File: src/rtl/dmac_pkg.sv
`timescale 1ns/1ps
package dmac_pkg;
    // word addresses
    localparam int REG_BASE_LO = 0;
    localparam int REG_BASE_HI = 1;
    localparam int REG_NEXT    = 2;
    localparam int REG_COUNT   = 3;
    localparam int REG_PREF    = 4;
    localparam int REG_CTRL    = 5;
    localparam int REG_XSIZE   = 6;
    localparam int REG_INT     = 7;
    localparam int NUM_REGS    = 8;

    // control word bit positions (decoded by software)
    localparam int CB_PAUSE   = 0;
    localparam int CB_ABORT   = 1;
    localparam int CB_WB      = 2;
    localparam int CB_START   = 3;
    localparam int CB_STOP    = 4;
    localparam int CB_MODE    = 5;
    localparam int CB_BADDESC = 8;
    localparam int CB_PDONE   = 9;
    localparam int CB_ADONE   = 10;
    localparam int CB_HDONE   = 12;
    localparam int CB_BUSY    = 30;

    // interrupt bit positions
    localparam int IRQ_BITS   = 6;
    localparam int IST_SHIFT  = 16;
    localparam logic [IRQ_BITS-1:0] IEN_WMASK  = 6'b111011;
    localparam logic [IRQ_BITS-1:0] IRQ_ALWAYS = 6'b000100;

    localparam int FLAG_BITS = 4;
    localparam logic [1:0] MODE_RSVD = 2'd3;
    localparam logic [2:0] XSZ_RSVD  = 3'd6;

    typedef struct packed {
        logic       pause;
        logic       abort;
        logic       wb;
        logic       stop;
        logic [1:0] mode;
    } ctrl_t;
endpackage

File: src/rtl/dmac_flagbank.sv
`timescale 1ns/1ps
module dmac_flagbank #(
    parameter int W = 4,
    parameter logic [W-1:0] RST = '0
) (
    input  logic         clk,
    input  logic         rst_n,
    input  logic [W-1:0] set,
    input  logic [W-1:0] clr,
    output logic [W-1:0] q
);
    logic [W-1:0] q_d, q_q;

    // a set in the same cycle as a clear keeps the bit
    always_comb begin
        q_d = (q_q & ~clr) | set;
    end

    always_ff @(posedge clk or negedge rst_n) begin
        if (!rst_n) q_q <= RST;
        else        q_q <= q_d;
    end

    assign q = q_q;
endmodule

File: src/rtl/dmac_readmux.sv
`timescale 1ns/1ps
module dmac_readmux
    import dmac_pkg::*;
#(
    parameter int ADDR_W = 3,
    parameter int CNT_W  = 12,
    parameter int PF_W   = 8
) (
    input  logic [ADDR_W-1:0]    addr,
    input  logic [31:0]          base_lo,
    input  logic [31:0]          base_hi,
    input  logic [31:0]          next_addr,
    input  logic [CNT_W-1:0]     cnt,
    input  logic [PF_W-1:0]      pref,
    input  ctrl_t                ctrl,
    input  logic [FLAG_BITS-1:0] flags,
    input  logic                 busy,
    input  logic [2:0]           xsz,
    input  logic [IRQ_BITS-1:0]  ien,
    input  logic [IRQ_BITS-1:0]  ist,
    output logic [31:0]          data
);
    always_comb begin
        data = '0;
        case (addr)
            ADDR_W'(REG_BASE_LO): data = base_lo;
            ADDR_W'(REG_BASE_HI): data = base_hi;
            ADDR_W'(REG_NEXT):    data = next_addr;
            ADDR_W'(REG_COUNT):   data[CNT_W-1:0] = cnt;
            ADDR_W'(REG_PREF):    data[PF_W-1:0] = pref;
            ADDR_W'(REG_CTRL): begin
                data[CB_PAUSE]           = ctrl.pause;
                data[CB_ABORT]           = ctrl.abort;
                data[CB_WB]              = ctrl.wb;
                data[CB_STOP]            = ctrl.stop;
                data[CB_MODE+1:CB_MODE]  = ctrl.mode;
                data[CB_BADDESC]         = flags[0];
                data[CB_PDONE]           = flags[1];
                data[CB_ADONE]           = flags[2];
                data[CB_HDONE]           = flags[3];
                data[CB_BUSY]            = busy;
            end
            ADDR_W'(REG_XSIZE):   data[2:0] = xsz;
            ADDR_W'(REG_INT): begin
                data[IRQ_BITS-1:0]                   = ien;
                data[IST_SHIFT+IRQ_BITS-1:IST_SHIFT] = ist;
            end
            default: data = '0;
        endcase
    end
endmodule

File: src/rtl/dmac_regs.sv
`timescale 1ns/1ps
module dmac_regs
    import dmac_pkg::*;
#(
    parameter int ADDR_W = 3,
    parameter int CNT_W  = 12,
    parameter int PF_W   = 8
) (
    input  logic              clk,
    input  logic              rst_n,
    input  logic              req_valid,
    output logic              req_ready,
    input  logic              req_write,
    input  logic [ADDR_W-1:0] req_addr,
    input  logic [31:0]       req_wdata,
    output logic              rd_valid,
    output logic [31:0]       rd_data,
    input  logic              eng_busy,
    input  logic              evt_error,
    input  logic              evt_bad_desc,
    input  logic              evt_desc_done,
    input  logic              evt_desc_irq,
    input  logic              evt_pause_done,
    input  logic              evt_abort_done,
    input  logic              evt_halt_done,
    output logic [63:0]       ring_base,
    output logic [31:0]       ring_next,
    output logic [CNT_W-1:0]  ring_count,
    output logic [PF_W-1:0]   prefetch_lim,
    output logic              start_pulse,
    output logic              pause_req,
    output logic              abort_req,
    output logic              wb_en,
    output logic              stop_on_wrap,
    output logic [1:0]        desc_mode,
    output logic [2:0]        xfer_code,
    output logic              irq
);
    localparam logic [FLAG_BITS-1:0] FLAG_RST = '1;

    typedef struct packed {
        logic [31:0]         base_lo;
        logic [31:0]         base_hi;
        logic [31:0]         next_addr;
        logic [CNT_W-1:0]    cnt;
        logic [PF_W-1:0]     pref;
        ctrl_t               ctrl;
        logic                start;
        logic [2:0]          xsz;
        logic [IRQ_BITS-1:0] ien;
        logic                rv;
        logic [31:0]         rd;
    } state_t;

    state_t st_d, st_q;

    // one select line per mapped word
    logic [NUM_REGS-1:0] sel;
    genvar gi;
    generate
        for (gi = 0; gi < NUM_REGS; gi++) begin : g_sel
            assign sel[gi] = req_valid && (req_addr == ADDR_W'(gi));
        end
    endgenerate

    logic wr_ctrl, wr_int, rd_req;
    assign wr_ctrl = req_write && sel[REG_CTRL];
    assign wr_int  = req_write && sel[REG_INT];
    assign rd_req  = req_valid && !req_write;

    // sticky control flags: [0] bad desc, [1] pause done, [2] abort done, [3] halt done
    logic [FLAG_BITS-1:0] ctrl_flags, flag_set, flag_clr;
    assign flag_set = {evt_halt_done, evt_abort_done, evt_pause_done, evt_bad_desc};
    assign flag_clr = {req_wdata[CB_HDONE], req_wdata[CB_ADONE],
                       req_wdata[CB_PDONE], req_wdata[CB_BADDESC]} & {FLAG_BITS{wr_ctrl}};

    dmac_flagbank #(.W(FLAG_BITS), .RST(FLAG_RST)) u_flags (
        .clk   (clk),
        .rst_n (rst_n),
        .set   (flag_set),
        .clr   (flag_clr),
        .q     (ctrl_flags)
    );

    // interrupt status, write one to clear
    logic [IRQ_BITS-1:0] irq_stat, ist_set, ist_clr;
    assign ist_set = {evt_halt_done, evt_pause_done, evt_abort_done,
                      evt_desc_done && evt_desc_irq, evt_bad_desc, evt_error};
    assign ist_clr = req_wdata[IST_SHIFT+IRQ_BITS-1:IST_SHIFT] & {IRQ_BITS{wr_int}};

    dmac_flagbank #(.W(IRQ_BITS), .RST('0)) u_ist (
        .clk   (clk),
        .rst_n (rst_n),
        .set   (ist_set),
        .clr   (ist_clr),
        .q     (irq_stat)
    );

    logic [31:0] rd_mux;
    dmac_readmux #(.ADDR_W(ADDR_W), .CNT_W(CNT_W), .PF_W(PF_W)) u_rmux (
        .addr      (req_addr),
        .base_lo   (st_q.base_lo),
        .base_hi   (st_q.base_hi),
        .next_addr (st_q.next_addr),
        .cnt       (st_q.cnt),
        .pref      (st_q.pref),
        .ctrl      (st_q.ctrl),
        .flags     (ctrl_flags),
        .busy      (eng_busy),
        .xsz       (st_q.xsz),
        .ien       (st_q.ien),
        .ist       (irq_stat),
        .data      (rd_mux)
    );

    always_comb begin
        st_d       = st_q;
        st_d.start = 1'b0;
        st_d.rv    = 1'b0;
        if (req_write) begin
            if (sel[REG_BASE_LO]) st_d.base_lo   = req_wdata;
            if (sel[REG_BASE_HI]) st_d.base_hi   = req_wdata;
            if (sel[REG_NEXT])    st_d.next_addr = req_wdata;
            if (sel[REG_COUNT])   st_d.cnt       = req_wdata[CNT_W-1:0];
            if (sel[REG_PREF])    st_d.pref      = req_wdata[PF_W-1:0];
            if (sel[REG_CTRL]) begin
                st_d.ctrl.pause = req_wdata[CB_PAUSE];
                st_d.ctrl.abort = req_wdata[CB_ABORT];
                st_d.ctrl.wb    = req_wdata[CB_WB];
                st_d.ctrl.stop  = req_wdata[CB_STOP];
                st_d.start      = req_wdata[CB_START];
                if (req_wdata[CB_MODE+1:CB_MODE] != MODE_RSVD)
                    st_d.ctrl.mode = req_wdata[CB_MODE+1:CB_MODE];
            end
            if (sel[REG_XSIZE] && req_wdata[2:0] != XSZ_RSVD)
                st_d.xsz = req_wdata[2:0];
            if (sel[REG_INT])
                st_d.ien = req_wdata[IRQ_BITS-1:0] & IEN_WMASK;
        end
        if (evt_abort_done)
            st_d.ctrl.abort = 1'b0;
        if (rd_req) begin
            st_d.rv = 1'b1;
            st_d.rd = rd_mux;
        end
    end

    always_ff @(posedge clk or negedge rst_n) begin
        if (!rst_n) st_q <= '0;
        else        st_q <= st_d;
    end

    assign req_ready    = 1'b1;
    assign rd_valid     = st_q.rv;
    assign rd_data      = st_q.rd;
    assign ring_base    = {st_q.base_hi, st_q.base_lo};
    assign ring_next    = st_q.next_addr;
    assign ring_count   = st_q.cnt;
    assign prefetch_lim = st_q.pref;
    assign start_pulse  = st_q.start;
    assign pause_req    = st_q.ctrl.pause;
    assign abort_req    = st_q.ctrl.abort;
    assign wb_en        = st_q.ctrl.wb;
    assign stop_on_wrap = st_q.ctrl.stop;
    assign desc_mode    = st_q.ctrl.mode;
    assign xfer_code    = st_q.xsz;
    assign irq          = |(irq_stat & (st_q.ien | IRQ_ALWAYS));
endmodule

File: config.mk
export PLATFORM = sky130hd
export DESIGN_NAME = dmac_regs
export DESIGN_NICKNAME = d
export VERILOG_FILES = /design/src/rtl/dmac_pkg.sv /design/src/rtl/dmac_flagbank.sv /design/src/rtl/dmac_readmux.sv /design/src/rtl/dmac_regs.sv
export SDC_FILE = /design/constraint.sdc
export NUM_CORES = 1
export LEC_CHECK = 0
export BUFFER_PORTS_ARGS = -buffer_cell sky130_fd_sc_hd__buf_2
export CAP_MARGIN = 20
export CORE_ASPECT_RATIO = 0.5
export CORE_MARGIN = 5
export CORE_UTILIZATION = 45
export DETAILED_ROUTE_END_ITERATION = 10
export PLACE_DENSITY = 0.69
export SETUP_SLACK_MARGIN = 0.4
export SLEW_MARGIN = 10
export SYNTH_ARGS = -nofsm -noshare
export SYNTH_HDL_FRONTEND = slang
export SYNTH_SLANG_ARGS = --single-unit
File: constraint.sdc
create_clock -name clk -period 3.2 [get_ports clk]
set_clock_uncertainty 0.2 [all_clocks]
set_input_delay 0.48 -clock clk [delete_from_list [all_inputs] [get_ports clk]]
set_output_delay 0.48 -clock clk [all_outputs]
set_load 0.005 [all_outputs]
# [Word level (Yosys, flattened, before mapping)]
# Index checks and enable logic that the tools add are counted.
[word_totals] mem_bits_ro=0 latchBits=0 word_cells=83 n_memories=0 in_bits=47 regBits=174 output_inout_bits=161 ram_bits=0
[classes] n_addsub=0 n_shift=0 eq_ne=9 bitwise=9 magnitude_cmp=0 n_mul=0 div_mod_pow=0 reduce_logical=28 muxes=20
[op_table] op="33-bit two-way mux" count=1
[op_table] op="3-bit case mux with 8 select lines" count=1
[op_table] op="6-bit case mux with 4 select lines" count=1
[op_table] op="8-bit case mux with 3 select lines" count=1
[op_table] op="6-bit AND" count=3
[op_table] op="2-bit AND reduction" count=9
[op_table] op="15-bit two-way mux" count=1
[op_table] op="3-bit case mux with 5 select lines" count=1
[op_table] op="2-bit case mux with 7 select lines" count=1
[op_table] op="1-bit logical AND" count=13
[op_table] op="3-bit equality test (second input constant)" count=4
[op_table] op="6-bit two-way mux" count=2
[op_table] op="1-bit case mux with 4 select lines" count=3
[op_table] op="1-bit case mux with 6 select lines" count=2
[op_table] op="3-bit case mux with 3 select lines" count=1
[op_table] op="4-bit AND" count=2
[op_table] op="3-bit by 2-bit equality test with 1-bit output (second input constant)" count=2
[op_table] op="6-bit inverter" count=1
[op_table] op="6-bit OR" count=1
[op_table] op="6-bit OR reduction" count=1
[op_table] op="1-bit case mux with 5 select lines" count=1
[op_table] op="4-bit inverter" count=1
[op_table] op="4-bit OR" count=1
[op_table] op="2-bit nonzero test" count=2
[op_table] op="other kinds (10)" count=10

# [Longest topological paths before layout]
# Gate-level depths: netlist (run 1).
[depth] word_depth=7 mapped_depth=7 mapped_depth_nobuf=5

# [Cells and area by module]
# A second synthesis (run 1) with hierarchy kept.
[hier_totals] cells_unflattened=734 area_unflattened_um2=9197.6
[modules_own_cells] mod="dmac_regs" cells_each=541 instances=1 area_each_um2=7577.3
[modules_own_cells] mod="dmac_readmux" cells_each=163 instances=1 area_each_um2=1252.5
[modules_own_cells] mod="dmac_flagbank (u_ist)" cells_each=18 instances=1 area_each_um2=217.7
[modules_own_cells] mod="dmac_flagbank (u_flags)" cells_each=12 instances=1 area_each_um2=150.1

# [Worst setup path before layout (run 1)]
# Ideal clock, no wire load.
[synth_path] path_type="input -> register" start="input req_addr[2]" end="register st_q, in the netlist ring_next[3]" setup_ns=0.125 slack_ns=1.346 required_time_ns=2.875 arrival_time_ns=1.529 path_stages=6 path_cell_list="clkbuf_2 -> inv_1 -> nand3_2 -> nor2_2 -> buf_4 -> mux2_2"
[synth_between] elab_chain_len=3
[synth_lines] item="start: declaration" line_no="dmac_regs.sv:14" rtl="input logic [ADDR_W-1:0] req_addr,"
[synth_lines] item="3-bit by 2-bit equality test with 1-bit output" line_no="dmac_regs.sv:62" rtl="assign sel[gi] = req_valid && (req_addr == ADDR_W'(gi));"
[synth_lines] item="1-bit logical AND" line_no="dmac_regs.sv:62"
[synth_lines] item="2-bit AND reduction (no line)"
[synth_lines] item="end signal: assignment" line_no="dmac_regs.sv:150" rtl="else st_q <= st_d;"
[synth_lines] item="end: declaration" line_no="dmac_regs.sv:55" rtl="state_t st_d, st_q;"
# Every way passes these cells.
# A chain may end at the register's enable or synchronous reset.

# [Final worst setup path (run 1)]
[layout_path] start="input req_addr[0]" end="register st_q, in the netlist ring_base[55]"
[layout_between] elab_chain_len=3
[layout_lines] item="3-bit by 1-bit equality test with 1-bit output" line_no="dmac_regs.sv:62"
[layout_lines] item="1-bit logical AND" line_no="dmac_regs.sv:62"
[layout_lines] item="2-bit AND reduction (no line)"
# Every way passes these cells.

==> results.md, run 1 <==
CTS:
- The clock insertion delay at the later pin of the skew report is 0.42 ns.
- The post-CTS resize count is 0.
- For this design, the sink count on the clock tree is 174.
- The clock buffer count from CTS is 17.
- The post-CTS setup repair buffer count is 0.
- In this run the deepest clock path goes through 2 buffers.
- The CTS tree is done.
- The post-CTS clock slew at the launch and capture registers of the worst setup and hold paths is 0.07 ns.
- The count of H-tree levels built during CTS is 4.
- The number of hold buffers added after CTS is 1.
- The buffer cell driving the clock tree root is sky130_fd_sc_hd__clkbuf_16.

Timing:
- Setup violations remaining at the end of the flow were counted as 0.
- The number of slew-limit violations in the final report is 0.
- The post-route clock period utilization is 0.669.
- The aggregate negative setup slack is 0 ns.
- Setup repair after global routing left no endpoint under its margin.
- The actual transition at the worst max-transition pin is 1.05 ns.
- The worst max-slew margin expressed relative to the limit is 0.299.
- The hold violation total from the final report is 0.
- The worst hold margin is 0.0405 ns.
- After layout, the minimum clock period comes to 2.14 ns.
- The top achievable clock speed is 467 MHz.

Synthesis:
- The number of distinct library cells after synthesis is 49.
- Of the total synthesized cell area, the portion taken by full adders, half adders and majority gates is 0.
- The area fraction in compound gates after synthesis is 0.0929.
- In the post-synthesis netlist, the biggest area contributors are sky130_fd_sc_hd__dfrtp_1 48%, sky130_fd_sc_hd__mux2_2 16%, sky130_fd_sc_hd__buf_4 14%.
- The cell count after synthesis came out at 747.
- Of the post-synthesis cell area, the dominant cell type holds 0.479.
- Among all flip-flop cells after synthesis, the most frequent one is sky130_fd_sc_hd__dfrtp_1.
- The number of flops mapped to enable cells by yosys is 0.
- The post-synthesis sequential area ratio is 0.491.
- The proportion of synthesized area in mux cells is 0.199.
- Yosys instantiated no cell more often than sky130_fd_sc_hd__dfrtp_1.
- The fraction of the mapped netlist area in simple logic gates is 0.0540.
- By area, the combinational part of the netlist is dominated by multiplexers.
- After synthesis, the most frequently instantiated cells are 170 x sky130_fd_sc_hd__dfrtp_1, 167 x sky130_fd_sc_hd__buf_4, 123 x sky130_fd_sc_hd__mux2_2.
- The average instance in the mapped netlist occupies 11.9 um^2.
- Summed over all instances, the cell type with the most area after synthesis is sky130_fd_sc_hd__dfrtp_1.
- The number of nets handed over by synthesis was 794.
- The mapped netlist covers 0.00887 mm^2.
- The async set-reset flop share out of synthesis is 1.00.
- The synthesized flop and latch total is 174.
- Yosys printed 0 warnings.
- The synthesized-area fraction occupied by xor and xnor cells is 0.

Layout:
- Across the whole layout, storage elements account for 0.00436 mm^2.
- Summing all multi-input logic gate instances after layout gives 0.00309 mm^2.
- Relative to the synthesized area, the layout overhead comes to 8.48%.
- The share of final-layout standard cells stronger than drive strength 1 is 0.499.
- After the last flow step, the layout net total stands at 848.
- The total of fill cells in the finished design is 1,777.

Setup path:
- The startpoint identified for the worst register-to-register timing path is st_q[36].
- The data required time of the worst path is 3.30 ns.
- For the worst flop-to-flop path, the logic depth is 4.
- The endpoint class of the critical path is a flop.
- The worst-case register-to-register setup slack is 1.73 ns.
- The worst register-to-register path ends at rd_data[3].
- The beginning of the critical path is req_addr[0].
- The last element of the critical path is ring_base[55].
- The setup path with the least slack is of type in -> reg.
- The largest driver fanout on the critical path is 23.
- STA classifies the critical path startpoint as a primary input.
- The critical path data arrival time is 2.24 ns.

GRT:
- The met3 usage is 0.0536.
- The via count of the first global-routing pass is 5,975.
- For met1 alone, demand over resource in global routing was 0.267.
- The wire length of the first global-routing pass is 35,600 um.
- Entering global routing, the biggest net connects 64 pins.
- For this run, the total global-route usage over all layers was measured as 0.203.
- The global routing stage identified its most utilized layer as met2.
- The total congestion overflow is 0.
- The global-route met2 utilization is 0.335.
- The initial antenna violation count was 2.

Floorplan:
- The area enclosed by the die boundary is 0.0228 mm^2.
- The die is 109 um tall.
- The floorplan die width is 209 um.
- The region available for standard cell placement spans 0.0194 mm^2.
- The starting density of the core is 0.457.
- The number of top-level pins is 208.
- After floorplanning, the core was divided into 36 placement rows.

Placement:
- Buffers placed on the I/O ports in this run total 206.
- Detailed placement ended at an HPWL of 16,400 um.
- At the end of routability-driven placement, the weighted congestion stood at 0.818.

Route:
- The routed length per placed instance is 21.2 um.
- After the first detailed-routing iteration, the DRC count stood at 397.
- The total number of vias is 5,723.
- The wire length after detailed routing is 22,900 um.
- Before antenna repair, the detailed router went through 4 iterations.
- In this run the remaining antenna-violating nets after routing total 0.
- The remaining design rule violation count is 0.
- In the routed layout, each cell is associated on average with a via count of 5.29.

Power and ir drop:
- Of the total power, registers draw 0.469.
- The total power is 0.00637 W.
- Of the total power, combinational logic draws 0.210.
- The largest voltage drop on the vdd net is 0.319 mV.
- The switching power share of the total is 0.298.
- The analysis attributes to net switching a power of 0.00190 W.
- Cell internal power was estimated by the tool at 0.00447 W.
- For this design the static power due to leakage is 4.60 nW.
- The power per unit of standard cell area is 662 mW/mm^2.
- Of the total power, the clock network draws 0.321.

Worst hold path:
- In this run the worst hold path is classified as in -> reg.
- The worst hold path begins at evt_error.

Status:
- The run finished with clean final reports.

Run:
- The tool flagged a number of max-cap violations equal to 0.
[metal layers]
metal,routed length [um],up-vias
met1,9830,2927
met4,429,0
met3,1500,30
met2,11100,177
met5,0,-
li1,-,2589
[power by group through the flow]
stage	clock network [W]	registers [W]	logic [W]
detailed placement	0	0.00303	0.00136
CTS	0.00209	0.00299	0.00137
floorplan	0	0.00290	0.00126
global placement	0	0.00301	0.00133
global route	0.00218	0.00305	0.00148
finish	0.00205	0.00299	0.00134
[flip-flops by register name (all words and copies together) (netlist names), 2 cells and up]
name,count
desc_mode,2
prefetch_lim,8
rd_data,32
ring_base,64
ring_count,12
ring_next,32
st_q,5
u_flags.q,4
u_ist.q,6
xfer_code,3
[worst min-delay path by stage]
stage                    end  cells after the start  slack (ns)
3_3_place_gp   ring_base[39]                      1        0.24
5_1_grt           u_ist.q[0]                      2        0.01
6_report          u_ist.q[0]                      2        0.04
4_1_cts           u_ist.q[0]                      2        0.02
3_5_place_dp   ring_base[39]                      1        0.24
2_1_floorplan      abort_req                      0       -0.02
[kinds of logic after synthesis]
group | count (synthesis)
buffers and inverters | 198
DFF | 174
muxes | 157
AOI/OAI and AO/OA | 119
and+or+nand+nor | 98
other | 1
[placed cells by master, fill, tap and decap left out, types with 6 or more instances in the layout]
cell type | netlist | routed
sky130_fd_sc_hd__clkbuf_16 | 0 | 17
sky130_fd_sc_hd__a21oi_1 | 13 | 13
sky130_fd_sc_hd__nand2_1 | 50 | 50
sky130_fd_sc_hd__nand3_1 | 6 | 6
sky130_fd_sc_hd__a22oi_1 | 15 | 15
sky130_fd_sc_hd__buf_2 | 10 | 205
sky130_fd_sc_hd__dfrtp_1 | 170 | 170
sky130_fd_sc_hd__nor2_1 | 13 | 13
sky130_fd_sc_hd__a21o_1 | 9 | 9
sky130_fd_sc_hd__mux2i_1 | 26 | 26
sky130_fd_sc_hd__a22o_1 | 21 | 21
sky130_fd_sc_hd__o21ai_0 | 32 | 32
sky130_fd_sc_hd__buf_4 | 167 | 19
sky130_fd_sc_hd__mux2_2 | 123 | 123
[layout make-up]
cell class                      count  share of cell area
Sequential cell                   174               0.453
Multi-Input combinational cell    375               0.321
Timing Repair Buffer              229               0.130
Clock buffer                       17              0.0442
Tap cell                          266              0.0346
Clock inverter                     15              0.0156
Inverter                            4             0.00156
Antenna cell                        2            0.000520
[metrics by stage]
stage | instance area (um^2) | cells | setup slack (ns) | util
2_1_floorplan | 8870 | 747 | 1.35 | -
3_3_place_gp | 9030 | 1047 | 0.727 | 0.465
3_5_place_dp | 9030 | 1047 | 0.705 | 0.465
4_1_cts | 9620 | 1080 | 1.10 | 0.495
5_1_grt | 9620 | 1082 | 1.03 | 0.496
6_report | 9620 | 1082 | 1.06 | 0.496
[critical path: stages]
cell and delay, ns:
sky130_fd_sc_hd__buf_2 0.44, sky130_fd_sc_hd__nand2b_1 0.25, sky130_fd_sc_hd__nor2_4 0.41, sky130_fd_sc_hd__buf_12 0.27, sky130_fd_sc_hd__mux2_2 0.37
No activity file was read; power rests on OpenSTA's default activity.
==> inputs of run 2 (changes only) <==
==> constraint.sdc (replaced) <==
create_clock -name clk -period 2.1 [get_ports clk]
set_clock_uncertainty 0.2 [all_clocks]
set_input_delay 0.315 -clock clk [delete_from_list [all_inputs] [get_ports clk]]
set_output_delay 0.315 -clock clk [all_outputs]
set_load 0.005 [all_outputs]
==> run 2 against run 1 <==
Non-clock buffer count up 57. Hold slack worse by 0.021 ns. Count of clock-buffer cells in the layout unchanged. Via count up 3.3%.
==> results.md, run 2 (synthesis results as in run 1) <==
Status:
- The flow ran to the end, and the final reports show no timing, DRC or antenna violations.

Route:
- The average via count per standard cell was 5.19 (-1.8%).
- The remaining design rule violation count is 0 (unchanged).
- The total number of vias is 5,911 (+3.3%).
- The remaining antenna violation count after routing is 0 (unchanged).
- The number of iterations in the first detailed-routing pass was 4 (unchanged).
- The detailed router's first-iteration violation count is 460 (+16%).
- The wire length after detailed routing is 23,300 um (+1.5%).
- The routed length per placed instance is 20.4 um (-3.5%).

Timing:
- The setup slack of the critical path after layout is 0.308 ns (-0.751 ns).
- Dividing the final minimum period by the clock period gives 0.854.
- The hold violation total from the final report is 0 (unchanged).
- Based on the critical path, the design can be clocked at up to 558 MHz.
- The aggregate negative setup slack was 0 ns (unchanged).
- The actual transition at the worst max-transition pin was 0.629 ns (-0.417 ns).
- The shortest period the worst path allows is 1.79 ns.
- The number of slew-limit violations in the final report is 0 (unchanged).
- The worst max-slew margin expressed relative to the limit is 0.581 (+0.282).
- The number of failing setup endpoints in the final timing report came to 0 (unchanged).
- Setup repair after global routing could not meet its margin everywhere.

Power and ir drop:
- The static leakage is 4.85 nW (+5.3%).
- The largest voltage drop on the vdd net is 0.377 mV (+18%).
- The power per unit of standard cell area was 947 mW/mm^2 (+43%).

Placement:
- The number of buffers inserted by port buffering is 206 (unchanged).
- The placer's final routability congestion estimate is 0.837 (+2.3%).
- The HPWL after detailed placement is 16,700 um (+2.0%).
- The standard cell area after detailed placement came to 0.00919 mm^2 (+1.7%).
- The worst-case setup slack after placement came to 0.170 ns (-0.536 ns).
- The number of placed cells counting well taps is 1,061 (+1.3%).

GRT:
- The via count of the first global-routing pass is 6,228 (+4.2%).
- The wire length of the first global-routing pass is 36,500 um (+2.3%).
- The combined global-route utilization of all metal layers came to 0.207 (+0.00385).
- The total congestion overflow is 0 (unchanged).
- The maximum number of pins on one net before global-route repair is 114 (+78%).
- The initial antenna violation count is 2 (unchanged).

Floorplan:
- The number of top-level pins is 208 (unchanged).
- The floorplan die width was 209 um (unchanged).
- The y dimension of the die is 109 um (unchanged).
- The area enclosed by the die boundary is 0.0228 mm^2 (unchanged).
- The starting density of the core is 0.457 (unchanged).
- The number of rows in the core area is 36 (unchanged).
- The core footprint was 0.0194 mm^2 (unchanged).

Setup path:
- The endpoint class of the critical path is a primary output.
- Traced cell by cell, the critical path runs through a22oi_2 > nand3_1 > buf_2.
- The critical path data arrival time is 1.28 ns (-0.96 ns).
- The count of buffer and inverter cells on the critical path came to 1 (-1).
- The largest individual stage delay along the critical path comes from the cell sky130_fd_sc_hd__dfrtp_1.
- STA classifies the critical path startpoint as a flop.
- The largest driver fanout on the critical path was 2 (-91%).
- The category of the critical setup timing path is reg -> out.
- The data required time of the worst path is 1.58 ns (-1.72 ns).
- The maximum cell stage delay along the critical path is 0.39 ns (-0.05 ns).
- The top cell family by delay on the critical path is flip-flops.

CTS:
- TritonCTS built the clock tree.
- The maximum number of buffers from clock root to sink came to 2 (unchanged).
- The buffer cell driving the clock tree root is sky130_fd_sc_hd__clkbuf_16.
- The post-CTS clock slew at the launch and capture registers of the worst setup and hold paths came to 0.07 ns (about the same).
- The clock sink count is 174 (unchanged).
- The clock insertion delay at the later pin of the skew report was 0.44 ns (+0.02 ns).
- The count of H-tree levels built during CTS is 4 (unchanged).
- The clock buffer count from CTS is 17 (unchanged).

Layout:
- The flip-flop count of the largest register after layout is 64 (unchanged).
- In the layout the commonest cells are 205 x sky130_fd_sc_hd__buf_2, 169 x sky130_fd_sc_hd__dfrtp_1, 123 x sky130_fd_sc_hd__mux2_2, 50 x sky130_fd_sc_hd__nand2_1, 39 x sky130_fd_sc_hd__dlygate4sd3_1.
- The commonest non-fill, non-tap cell in the layout is sky130_fd_sc_hd__buf_2.
- The post-synthesis to final-layout area growth is 14.6%.
- The total of fill cells in the finished design is 1,676 (-5.7%).
- The number of nets at the end of the flow is 905 (+6.7%).
- The share of final-layout standard cells stronger than drive strength 1 was 0.491 (-0.00738).
- The area of all placed cells without fillers was 0.0102 mm^2 (+5.6%).
- The final standard cell count with taps included and fillers excluded is 1,138 (+5.2%).

Run:
- The reported max-cap violation count is 0 (unchanged).

Worst hold path:
- The worst hold-check path type is in -> async.
[run 2: cell count changes in the layout (fill, tap and decap cells not counted), moves of 3 or more]
cell                            change
sky130_fd_sc_hd__inv_8              -3
sky130_fd_sc_hd__buf_12             +4
sky130_fd_sc_hd__buf_4             +15
sky130_fd_sc_hd__dlygate4sd3_1     +38
[run 2: timing repair]
action                     4_1_cts  5_1_grt
setup endpoints to repair        1        1
buffers inserted                 4        1
gates resized for setup          2        1
hold buffers                    39        0
pin swaps                        2        1
hold endpoints to repair       274        0
[run 2: layout make-up]
| type | instances | area (um^2) | area share |
|---|---|---|---|
| tap | 266 | 333 | 0.0327 |
| multi-input combinational | 375 | 3100 | 0.305 |
| antenna | 1 | 2.50 | 0.000246 |
| clock inverter | 15 | 111 | 0.0110 |
| sequential | 174 | 4360 | 0.429 |
| clock buffer | 17 | 425 | 0.0418 |
| inverter | 4 | 15.0 | 0.00148 |
| timing repair buffer | 286 | 1820 | 0.179 |
[run 2: worst register-to-register path, delay by kind of cell, from the launching register on]
kind                   cells  cell delay, ns
and+or+nand+nor            1            0.08
DFF                        1            0.39
buffers and inverters      1            0.15
muxes                      1            0.47
AOI/OAI and AO/OA          2            0.17
[run 2: path summary, 6_finish.rpt]
check | slack (ns) | to | cells after the start | start
min reg2reg | 0.28 | rd_data[11] | 2 | rd_data[11]
min | 0.02 | prefetch_lim[7] | 2 | rst_n
max in group asynchronous | 0.90 | ring_next[31] | 3 | rst_n
min in group clk | 0.02 | start_pulse | 2 | req_wdata[3]
max | 0.31 | irq | 3 | u_ist.q[5]
max reg2reg | 0.53 | rd_data[4] | 5 | st_q[37]
[run 2: per-stage QoR]
| stage | hold slack [ns] | total power, W | util |
|---|---|---|---|
| 2_1_floorplan | -0.181 | 0.00634 | - |
| 3_3_place_gp | -0.0995 | 0.00664 | 0.473 |
| 3_5_place_dp | -0.0979 | 0.00671 | 0.473 |
| 4_1_cts | 0.000646 | 0.00973 | 0.523 |
| 5_1_grt | 0.0144 | 0.0101 | 0.524 |
| 6_report | 0.0192 | 0.00963 | 0.524 |
[run 2: where the power goes]
| part | switching (W) | leakage [nW] | internal (W) |
|---|---|---|---|
| logic | 0.000940 | 2.45 | 0.00121 |
| clock network | 0.00140 | 0.257 | 0.00152 |
| registers | 0.000538 | 2.14 | 0.00402 |
[run 2: routing by layer]
layer | part of all wire | track usage | up-vias | wire, um
met2 | 0.49 | 0.349 | 159 | 11500
met1 | 0.43 | 0.263 | 3013 | 9950
met4 | 0.025 | 0.0786 | 2 | 576
met5 | 0.00047 | 0 | - | 11
li1 | - | - | 2694 | -
met3 | 0.053 | 0.0490 | 43 | 1230
==> inputs of run 3 (changes only) <==
--- a/config.mk
+++ b/config.mk
@@ -8,7 +8,6 @@
 export BUFFER_PORTS_ARGS = -buffer_cell sky130_fd_sc_hd__buf_2
 export CAP_MARGIN = 20
 export CORE_ASPECT_RATIO = 0.5
-export CORE_MARGIN = 5
 export CORE_UTILIZATION = 45
 export DETAILED_ROUTE_END_ITERATION = 10
 export PLACE_DENSITY = 0.69
==> constraint.sdc (replaced) <==
create_clock -name clk -period 2.1 [get_ports clk]
set_clock_uncertainty 0.2 [all_clocks]
set_input_delay 0.525 -clock clk [delete_from_list [all_inputs] [get_ports clk]]
set_output_delay 0.525 -clock clk [all_outputs]
set_load 0.005 [all_outputs]
==> run 3 against run 2 <==
Via count rose by 7.0%. Register-to-register slack got worse by 0.07 ns. Maximum frequency fell by 11%. Worst setup slack got worse by 0.22 ns. Total power rose by 13%. Combinational power rose by 43%. Final area rose by 8.5%. Hold slack improved by 0.062 ns. Global-route usage rose by 2.8 points. Critical path type unchanged. Critical endpoint unchanged.
==> results.md, run 3 (synthesis results as in run 1) <==
Status:
- The run finished with clean final reports.

Route:
- The routed length per placed instance is 19.5 um (-4.6%).
- The detailed router's first-iteration violation count is 322 (-30%).
- The wire length on met1 is 10,900 um (+9.9%).
- The wire length after detailed routing was 24,000 um (+3.3%).
- The number of iterations in the first detailed-routing pass came to 5 (+1).
- The detailed route wirelength on metal2 was 11,600 um (+0.79%).
- The average via count per standard cell is 5.13 (-1.1%).
- The remaining antenna violation count after routing is 0 (unchanged).
- The total number of vias was 6,326 (+7.0%).
- The length of routed met3 wiring is 1210 um (-1.8%).
- The remaining design rule violation count came to 0 (unchanged).
- The highest metal layer with signal wires is met4.

CTS:
- The count of H-tree levels built during CTS was 4 (unchanged).
- The clock buffer count from CTS is 17 (unchanged).
- The clock sink count was 174 (unchanged).
- The clock insertion delay at the later pin of the skew report came to 0.43 ns (about the same).
- The maximum number of buffers from clock root to sink is 2 (unchanged).
- The post-CTS clock slew at the launch and capture registers of the worst setup and hold paths is 0.07 ns (about the same).
- The CTS tree is done.
- The buffer cell driving the clock tree root is sky130_fd_sc_hd__clkbuf_16.

Worst hold path:
- The worst hold-check path type is in -> reg.

Placement:
- The number of placed cells counting well taps is 1,068 (+0.66%).
- The placer's final routability congestion estimate is 0.849 (+1.5%).
- The HPWL after detailed placement is 16,300 um (-2.2%).
- The standard cell area after detailed placement is 0.00938 mm^2 (+2.1%).
- The number of buffers inserted by port buffering came to 206 (unchanged).

GRT:
- The maximum number of pins on one net before global-route repair was 53 (-54%).
- The total congestion overflow is 0 (unchanged).
- The via count of the first global-routing pass is 6,290 (+1.0%).
- The combined global-route utilization of all metal layers came to 0.235 (+0.0281).
- The initial antenna violation count came to 0 (-2).
- The wire length of the first global-routing pass is 35,900 um (-1.7%).

Floorplan:
- The number of top-level pins came to 208 (unchanged).
- The area enclosed by the die boundary is 0.0203 mm^2 (-11%).
- The core footprint came to 0.0188 mm^2 (-3.0%).
- The number of rows in the core area is 35 (-2.8%).
- The floorplan die width is 201 um (-3.8%).
- The starting density of the core came to 0.471 (+0.0142).
- The y dimension of the die is 101 um (-7.3%).

Layout:
- The final standard cell count with taps included and fillers excluded was 1,232 (+8.3%).
- The number of antenna cells inserted is 0 (-1).
- The post-synthesis to final-layout area growth is 24.4%.
- The commonest non-fill, non-tap cell in the layout is sky130_fd_sc_hd__buf_2.
- The library cells used most frequently in the layout, excluding fill and tap cells, are 196 x sky130_fd_sc_hd__buf_2, 171 x sky130_fd_sc_hd__buf_4, 170 x sky130_fd_sc_hd__dfrtp_1, 121 x sky130_fd_sc_hd__mux2_2, 50 x sky130_fd_sc_hd__nand2_1.
- The number of nets at the end of the flow is 1,008 (+11%).
- The share of final-layout standard cells stronger than drive strength 1 is 0.587 (+0.0955).
- The area of all placed cells without fillers is 0.0110 mm^2 (+8.5%).
- The flip-flop count of the largest register after layout is 64 (unchanged).

Power and ir drop:
- The proportion of power drawn by flip-flops and latches came to 0.409 (-0.064).
- The static leakage is 5.47 nW (+13%).
- The fraction of power consumed by combinational cells is 0.284 (+0.061).
- The net switching power figure is 0.00307 W (+6.6%).
- The largest voltage drop on the vdd net is 0.442 mV (+17%).
- The relative contribution of the clock network to total power is 0.307 (+0.003).
- The total power is 0.0108 W (+13%).
- The internal power of the cells is 0.00777 W (+15%).
- The power per unit of standard cell area is 982 mW/mm^2 (+3.7%).
- The switching power share of the total was 0.283 (-0.0159).

Setup path:
- The number of cells on the worst reg-to-reg path is 5 (unchanged).
- The data required time of the worst path is 1.37 ns (-0.21 ns).
- The worst register-to-register path ends at rd_data[8].
- The most critical setup path has its endpoint at irq.
- The endpoint class of the critical path is a primary output.
- The worst setup path is launched from a flop.
- The beginning of the worst register-to-register path is ring_base[40].
- The largest driver fanout on the critical path came to 3 (+1).
- The critical path data arrival time is 1.29 ns (about the same).
- The category of the critical setup timing path is reg -> out.
- The beginning of the critical path is u_ist.q[5].
- The worst-case register-to-register setup slack was 0.46 ns (-0.07 ns).

Timing:
- The number of slew-limit violations in the final report came to 0 (unchanged).
- The shortest period the worst path allows is 2.01 ns (+0.222 ns).
- The top achievable clock speed came to 496 MHz (-11%).
- The hold violation total from the final report is 0 (unchanged).
- The post-route clock period utilization is 0.959 (+0.106).
- The worst hold margin is 0.0808 ns (+0.0616 ns).
- The number of failing setup endpoints in the final timing report is 0 (unchanged).
- Setup repair after global routing could not meet its margin everywhere.

Run:
- The reported max-cap violation count is 0 (unchanged).
run 3: changes by cell type in the layout (fill, tap and decap cells not counted), moves of 2 or more:
cell	previous run	this run
sky130_fd_sc_hd__buf_4	34	171
sky130_fd_sc_hd__buf_6	1	7
sky130_fd_sc_hd__buf_2	205	196
sky130_fd_sc_hd__dlygate4sd3_1	39	1
sky130_fd_sc_hd__o21ai_0	32	26
sky130_fd_sc_hd__mux2_2	123	121
sky130_fd_sc_hd__clkbuf_4	0	3
sky130_fd_sc_hd__mux2_1	5	2
sky130_fd_sc_hd__mux2_4	0	5
sky130_fd_sc_hd__bufinv_16	0	3
sky130_fd_sc_hd__buf_12	7	11
sky130_fd_sc_hd__clkinv_2	4	0
sky130_fd_sc_hd__o21ai_1	0	6
run 3: worst min-delay path by stage:
| stage | cells after the start | end | startpoint |
|---|---|---|---|
| finish | 2 | u_ist.q[0] | evt_error |
| floorplan | 0 | abort_req | rst_n |
| global placement | 1 | ring_base[7] | rst_n |
| CTS | 2 | u_ist.q[0] | evt_error |
| global route | 2 | u_ist.q[0] | evt_error |
| detailed placement | 1 | ring_base[7] | rst_n |
run 3: cell type report:
| type | count | area (um^2) |
|---|---|---|
| fill | 1571 | 7800 |
| inverter | 4 | 17.5 |
| clock buffer | 18 | 429 |
| multi-input combinational | 375 | 3130 |
| timing repair buffer | 389 | 2600 |
| sequential | 174 | 4360 |
| tap | 259 | 324 |
| clock inverter | 13 | 176 |
run 3: stage by stage:
stage / TNS (ns) / setup WS [ns] / util
after floorplan: 0 / 0.292 / -
after global placement: 0 / 0.0295 / 0.498
after detailed placement: -0.0996 / -0.0205 / 0.498
after CTS: 0 / 0.0319 / 0.561
after global routing: 0 / 0.00349 / 0.586
final: 0 / 0.0856 / 0.586
run 3: routing by layer:
layer / up-vias / global-route usage
met5: - / 0
met4: 0 / 0.0517
met3: 20 / 0.0586
met2: 171 / 0.378
met1: 3241 / 0.323
li1: 2894 / -
run 3: repair_timing:
item / CTS / global route
endpoints found under the hold margin: 21 / 0
pin swaps: 1 / 0
hold buffers: 1 / 0
gates resized for setup: 1 / 10
setup buffers: 76 / 56
endpoints found under the setup margin: 90 / 152
cloned: 0 / 0
run 3: worst max-delay path: stages, from the launching register on:
cell and delay, ns:
sky130_fd_sc_hd__dfrtp_1 0.41, sky130_fd_sc_hd__a22oi_2 0.21, sky130_fd_sc_hd__nand3_1 0.11, sky130_fd_sc_hd__buf_2 0.14
run 3: power groups by stage:
stage	Sequential, W	Clock, W	Combinational [W]
after global routing	0.00450	0.00353	0.00333
after global placement	0.00457	0	0.00209
after detailed placement	0.00460	0	0.00212
after floorplan	0.00442	0	0.00195
final	0.00444	0.00333	0.00308
after CTS	0.00445	0.00338	0.00270
